## src/rtl/pwr_cal_pkg.sv

```systemverilog
package pwr_cal_pkg;
  typedef enum logic [1:0] {
    PS_HWOFF = 2'd0,
    PS_CAL   = 2'd1,
    PS_RUN   = 2'd2,
    PS_SWPDN = 2'd3
  } pstate_t;
endpackage

```

## src/rtl/cal_timer.sv

```systemverilog
module cal_timer #(
  parameter int CAL_CYCLES = 98304
) (
  input  logic clk,
  input  logic rst,
  input  logic load,
  output logic zero
);
  localparam int CW = $clog2(CAL_CYCLES + 1);
  localparam logic [CW-1:0] LOAD_VAL = CW'(CAL_CYCLES - 1);

  logic [CW-1:0] cnt_q;

  always_ff @(posedge clk) begin
    if (rst) cnt_q <= '0;
    else if (load) cnt_q <= LOAD_VAL;
    else if (cnt_q != '0) cnt_q <= cnt_q - 1'b1;
  end

  assign zero = (cnt_q == '0);

  // a restart always reloads the full interval
  a_r3_reload: assert property (@(posedge clk) disable iff (rst)
    load |=> cnt_q == LOAD_VAL);
  // the count goes down by exactly one per cycle
  a_r3_step: assert property (@(posedge clk) disable iff (rst)
    (!load && cnt_q != '0) |=> cnt_q == $past(cnt_q) - 1'b1);
endmodule

```

## src/rtl/pwr_gate.sv

```systemverilog
module pwr_gate #(
  parameter int NBLK = 10
) (
  input  logic            clk,
  input  logic            rst,
  input  logic            allow,
  input  logic [NBLK-1:0] en,
  output logic [NBLK-1:0] pwr
);
  for (genvar i = 0; i < NBLK; i++) begin : g_bit
    always_ff @(posedge clk) begin
      if (rst) pwr[i] <= 1'b0;
      else     pwr[i] <= en[i] & allow;
    end
  end
endmodule

```

## src/rtl/pwr_cal_seq.sv

```systemverilog
module pwr_cal_seq
  import pwr_cal_pkg::*;
#(
  parameter int NBLK       = 10,
  parameter int CAL_CYCLES = 98304
) (
  input  logic            clk,
  input  logic            rst,
  input  logic            hw_pdn_i,
  input  logic            sw_pdn_i,
  input  logic            cal_on_wake_i,
  input  logic [NBLK-1:0] blk_en_i,
  output logic [NBLK-1:0] blk_pwr_o,
  output logic            cal_start_o,
  output logic            cal_valid_o,
  output logic            busy_o,
  output logic            ready_o
);
  pstate_t state_q, state_nx;
  logic    tmr_load, tmr_zero, cal_done, pwr_allow;

  cal_timer #(.CAL_CYCLES(CAL_CYCLES)) u_timer (
    .clk  (clk),
    .rst  (rst),
    .load (tmr_load),
    .zero (tmr_zero)
  );

  assign cal_done = (state_q == PS_CAL) && tmr_zero;

  // next state; the hardware pin wins over everything else
  always_comb begin
    state_nx = state_q;
    tmr_load = 1'b0;
    if (hw_pdn_i) begin
      state_nx = PS_HWOFF;
    end else begin
      case (state_q)
        PS_HWOFF: begin
          state_nx = PS_CAL;
          tmr_load = 1'b1;
        end
        PS_CAL: begin
          if (cal_done) state_nx = sw_pdn_i ? PS_SWPDN : PS_RUN;
        end
        PS_RUN: begin
          if (sw_pdn_i) state_nx = PS_SWPDN;
        end
        PS_SWPDN: begin
          if (!sw_pdn_i) begin
            if (cal_on_wake_i) begin
              state_nx = PS_CAL;
              tmr_load = 1'b1;
            end else begin
              state_nx = PS_RUN;
            end
          end
        end
        default: state_nx = PS_HWOFF;
      endcase
    end
  end

  assign pwr_allow = (state_nx == PS_RUN) || (state_nx == PS_CAL);

  always_ff @(posedge clk) begin
    if (rst) begin
      state_q     <= PS_HWOFF;
      cal_start_o <= 1'b0;
      cal_valid_o <= 1'b0;
      busy_o      <= 1'b0;
      ready_o     <= 1'b0;
    end else begin
      state_q     <= state_nx;
      cal_start_o <= tmr_load;
      busy_o      <= (state_nx == PS_CAL);
      ready_o     <= (state_nx == PS_RUN);
      if (state_nx == PS_HWOFF) cal_valid_o <= 1'b0;
      else if (cal_done)        cal_valid_o <= 1'b1;
    end
  end

  pwr_gate #(.NBLK(NBLK)) u_gate (
    .clk   (clk),
    .rst   (rst),
    .allow (pwr_allow),
    .en    (blk_en_i),
    .pwr   (blk_pwr_o)
  );

  // the start pulse is one cycle wide
  a_r2_start_single: assert property (@(posedge clk) disable iff (rst)
    cal_start_o |=> !cal_start_o);
  // start only while calibrating
  a_r9_start_in_cal: assert property (@(posedge clk) disable iff (rst)
    cal_start_o |-> busy_o);
  // busy and ready are exclusive
  a_r9_excl: assert property (@(posedge clk) disable iff (rst)
    !(busy_o && ready_o));
  // the hardware pin clears validity and power
  a_r4_hw_clear: assert property (@(posedge clk) disable iff (rst)
    hw_pdn_i |=> (!cal_valid_o && !busy_o && !ready_o && blk_pwr_o == '0));
  // no block is powered while idle
  a_r8_idle_off: assert property (@(posedge clk) disable iff (rst)
    (!busy_o && !ready_o) |-> blk_pwr_o == '0);
  // software sleep keeps the calibration data
  a_r5_sw_keep: assert property (@(posedge clk) disable iff (rst)
    (ready_o && sw_pdn_i && !hw_pdn_i) |=> cal_valid_o);
endmodule

```

## config.mk

```make
export PLATFORM = sky130hd
export DESIGN_NAME = pwr_cal_seq
export DESIGN_NICKNAME = d
export VERILOG_FILES = /design/src/rtl/pwr_cal_pkg.sv /design/src/rtl/cal_timer.sv /design/src/rtl/pwr_gate.sv /design/src/rtl/pwr_cal_seq.sv
export SDC_FILE = /design/constraint.sdc
export NUM_CORES = 1
export LEC_CHECK = 0
export BUFFER_PORTS_ARGS = -buffer_cell sky130_fd_sc_hd__buf_2
export CORE_MARGIN = 5
export CORE_UTILIZATION = 30
export CTS_CLUSTER_DIAMETER = 120
export DETAILED_ROUTE_END_ITERATION = 6
export GPL_TIMING_DRIVEN = 0
export PLACE_DENSITY = 0.48
export SYNTH_ARGS = -nofsm -noshare
export SYNTH_HDL_FRONTEND = slang
export SYNTH_SLANG_ARGS = --single-unit
```

## constraint.sdc

```tcl
create_clock -name clk -period 4.8 [get_ports clk]
set_input_delay 0 -clock clk [delete_from_list [all_inputs] [get_ports clk]]
set_output_delay 0 -clock clk [all_outputs]
set_load 0.03 [all_outputs]
```

==> out/qor.yml <==
critical_path:
  crit_path_capture_type: "flop"
  cp-start-kind: "flop"
  worst_r2r_path_depth: 8
  critical-path-slowest-cell: "sky130_fd_sc_hd__or4_4"
  regToRegStartpoint: "u_timer.cnt_q[11]$_SDFFE_PP0P_"
  timing_worst_setup_path_type: "flop to flop"
  worstPathArrival_ps: 3250
  critPathTopFamily: "simple AND/OR/NAND/NOR gates"
  crit_buf_inv: 1
  crit_chain: "or4_4 > nor4b_2 > buf_6 > nand3_1 > a311o_1 > ha_1 > nor2_1 > and2_1"
  critical_path_required_ps: 5030
  reg2reg_to: "u_gate.pwr[1]$_SDFF_PP0_"
  largest_fanout_of_any_net_on_the_critical_path: 10
  worst_setup_path_startpoint: "u_timer.cnt_q[11]$_SDFFE_PP0P_"
  timing.critical_path.slowest_cell_delay_ps: 560
  reg2reg_setup_slack_ps: 1780
grt:
  first_global_vias: 1347
  grt_use_total_pct: 12.0
  initial_antenna_violation_count: 0
  globalRoute.totalOverflow: 0
  grt_first_pass_wirelength_um: 5960
  grt_max_degree: 13
sta:
  finalSetupTns_ps: 0
  worst_slew_pin_slew_ps: 603
  relSlewSlack_pct: 59.5
  max_clock_freq_mhz: 331
  final_hold_viol_count: 0
  grt_setup_unrepaired: "false"
  drv_slew: 0
  period_minus_slack_ps: 3020
  period_share_pct: 62.9
  setup_viol: 0
  skew_ps: 2.48
min_path:
  hold-path-cell-count: 4
  hp-start: "cal_on_wake_i"
  path_class_of_the_lowest_slack_min_delay_path: "input port to flop"
  holdPathEnd: "state_q[1]$_SDFF_PP0_"
power_and_ir_drop:
  power.share.sequential_pct: 44.5
  power_density_mw_per_mm2: 360
  irDropWorstVdd_mv: 0.181
  comb_power_share_pct: 17.8
  power_switching_uw: 200
  sw_frac_of_total_pct: 28.3
  p_leak_uw: 0.000799
  p_int_uw: 507
  clockPowerShare_pct: 37.7
synth:
  synthesis.nets: 184
  postSynthAreaPerCell_um2: 9.40
  ys.flop_type: "sky130_fd_sc_hd__dfxtp_1"
  synthMuxAreaShare_pct: 0.666
  yosysWarningCount: 0
  number_of_enable_type_register_cells_in_the_synthesized_netlist: 0
  simple_gate_area_share_of_the_yosys_netlist_pct: 24.5
  synth.largest_area_cell: "sky130_fd_sc_hd__dfxtp_1"
  synthesized_flop_and_latch_total: 33
  adder_cell_area_share_of_the_yosys_netlist_pct: 7.49
  syn_area_mm2: 0.00150
  yosysSeqAreaShare_pct: 43.9
  post_synth_num_cell_types: 36
  synth-compound-area-share_pct: 14.8
  ys_async_sr_fraction_pct: 0
  dominant_combinational_cell_family_by_area_after_synthesis: "simple AND/OR/NAND/NOR gates"
  xor_xnor_cell_area_share_of_the_yosys_netlist_pct: 4.66
  synth_top_area_share_pct: 43.9
  synth_cells: 160
  synthTopCellsByArea: "sky130_fd_sc_hd__dfxtp_1 (44%), sky130_fd_sc_hd__ha_1 (7.5%), sky130_fd_sc_hd__a21oi_1 (4.7%)"
layout:
  area_growth_syn_to_layout_pct: 30.5
  design.final.nets: 231
  drive_above_1_share_pct: 21.6
  stdcell_count: 275
  antenna-diode-count: 0
floorplan:
  rows: 25
  start_util_pct: 31.4
  die_area_mm2: 0.00653
  boundaryPins: 29
  die-height_um: 80.8
  die_w_um: 80.8
  coreArea_mm2: 0.00479
clock_network:
  cts_hold_buffers: 12
  numCtsBuffers: 5
  post_cts_resize_count: 0
  tritoncts: "built"
  clkSinkCount: 33
  clk_pin_slew_ps: 70
  postCtsSetupBuffers: 0
  clk-insertion-delay-late_ps: 290
  ctsRootBufferMaster: "sky130_fd_sc_hd__clkbuf_8"
  htreeDepth: 2
  cts_max_path_buffers: 2
routing:
  finalWirelength_um: 3530
  drt-initial-drc-count: 80
  final_antenna_net_count: 0
  avgRoutedWirePerCell_um: 12.8
  detailroute.via_count: 1302
  detail_route.drc_violations: 0
  route.detailed.vias_per_inst: 4.73
  drt_first_pass_iters: 4
place:
  dpl_cells: 255
  io_buffer_count: 28
  place_hpwl_um: 2470
  place_congestion: 0.758
flow_run:
  maxCapViolations: 0
outcome:
  result_of_the_run: "finished clean"
==> power by group through the flow <==
stage / clock, µW / combinational, µW / sequential [µW]
2_1_floorplan: 0 / 79.0 / 326
3_3_place_gp: 0 / 117 / 319
3_5_place_dp: 0 / 118 / 320
4_1_cts: 275 / 126 / 314
5_1_grt: 291 / 140 / 318
6_report: 267 / 125 / 314
==> synthesized netlist by cell type, types with 2 or more instances <==
cell type and n:
sky130_fd_sc_hd__nor2_1 11, sky130_fd_sc_hd__and3_1 4, sky130_fd_sc_hd__a31oi_1 6, sky130_fd_sc_hd__xnor2_1 8
sky130_fd_sc_hd__or3_1 4, sky130_fd_sc_hd__nor4_1 5, sky130_fd_sc_hd__o21ai_0 3, sky130_fd_sc_hd__inv_1 5
sky130_fd_sc_hd__dfxtp_1 33, sky130_fd_sc_hd__nor3_1 6, sky130_fd_sc_hd__a21oi_1 14, sky130_fd_sc_hd__or4_4 2
sky130_fd_sc_hd__nor2b_1 3, sky130_fd_sc_hd__nand3_1 4, sky130_fd_sc_hd__ha_1 9, sky130_fd_sc_hd__clkbuf_1 4
sky130_fd_sc_hd__and2_1 11, sky130_fd_sc_hd__buf_2 2, sky130_fd_sc_hd__nand2_1 6, sky130_fd_sc_hd__a211oi_1 4
==> layout make-up <==
type,instances,area (µm²)
flip-flops and latches,33,661
multi-input cells,114,785
clock buffers,5,68.8
repair buffers,40,260
inverters,6,22.5
clock inverters,3,46.3
plain buffers,7,36.3
fillers,458,2820
well taps,67,83.8
==> worst register-to-register path, delay by kind of cell, from the launching register on <==
kind,cells,cell delay (ps)
buffers and inverters,1,200
AO/OA/AOI/OAI,1,480
flip-flops,1,350
adder cells (fa/ha/maj),1,280
AND/OR/NAND/NOR,5,1650
==> kinds of logic after synthesis <==
logic type      after synthesis
buf+inv                      13
xor+xnor                      8
mux                           1
simple gates                 63
flops                        33
compound gates               33
fa+ha+maj                     9
==> flip-flops by register name, summed over array words and instances (netlist names) <==
| register | count |
|---|---|
| state_q | 2 |
| busy_o | 1 |
| ready_o | 1 |
| cal_valid_o | 1 |
| cal_start_o | 1 |
| u_gate.pwr | 10 |
| u_timer.cnt_q | 17 |
==> metrics by stage <==
stage	utilization (%)	cell area, µm²	hold WS (ps)	total power, µW	worst slack (ps)
after floorplan	-	1500	71.6	405	2150
after global placement	36.1	1730	199	436	1850
after detailed placement	36.1	1730	204	438	1780
after CTS	41.0	1960	279	714	1760
after global routing	41.0	1960	367	749	1550
final	41.0	1960	285	706	1780
==> cells in the final DEF, fill, tap and decap left out, types with 2 or more instances in the layout <==
master                          Yosys  routed
sky130_fd_sc_hd__a211oi_1           4       4
sky130_fd_sc_hd__a21oi_1           14      14
sky130_fd_sc_hd__a31oi_1            6       6
sky130_fd_sc_hd__and2_1            11      11
sky130_fd_sc_hd__and3_1             4       4
sky130_fd_sc_hd__buf_2              2      30
sky130_fd_sc_hd__clkbuf_1           4       4
sky130_fd_sc_hd__clkbuf_8           0       5
sky130_fd_sc_hd__dfxtp_1           33      33
sky130_fd_sc_hd__dlygate4sd3_1      0      12
sky130_fd_sc_hd__ha_1               9       9
sky130_fd_sc_hd__inv_1              5       5
sky130_fd_sc_hd__nand2_1            6       6
sky130_fd_sc_hd__nand3_1            4       4
sky130_fd_sc_hd__nor2_1            11      11
sky130_fd_sc_hd__nor2b_1            3       3
sky130_fd_sc_hd__nor3_1             6       6
sky130_fd_sc_hd__nor4_1             5       5
sky130_fd_sc_hd__o21ai_0            3       3
sky130_fd_sc_hd__or3_1              4       4
sky130_fd_sc_hd__or4_4              2       2
sky130_fd_sc_hd__xnor2_1            8       8
==> worst max path at each step <==
stage / end / slack (ps) / cells after the start
after CTS: u_gate.pwr[8]$_SDFF_PP0_ / 1760 / 8
after global routing: u_gate.pwr[6]$_SDFF_PP0_ / 1550 / 9
after floorplan: u_gate.pwr[0]$_SDFF_PP0_ / 2150 / 9
after global placement: u_gate.pwr[5]$_SDFF_PP0_ / 1850 / 8
after detailed placement: u_gate.pwr[8]$_SDFF_PP0_ / 1780 / 8
final: u_gate.pwr[1]$_SDFF_PP0_ / 1780 / 8
==> routing by layer <==
layer / part of all wire, % / vias up / GRT usage [%]
li1: - / 663 / -
met1: 45 / 600 / 13.1
met2: 47 / 34 / 20.5
met3: 6.7 / 5 / 4.88
met4: 1.4 / 0 / 5.07
met5: 0 / - / 0
Power figures use the tool's default switching activity.
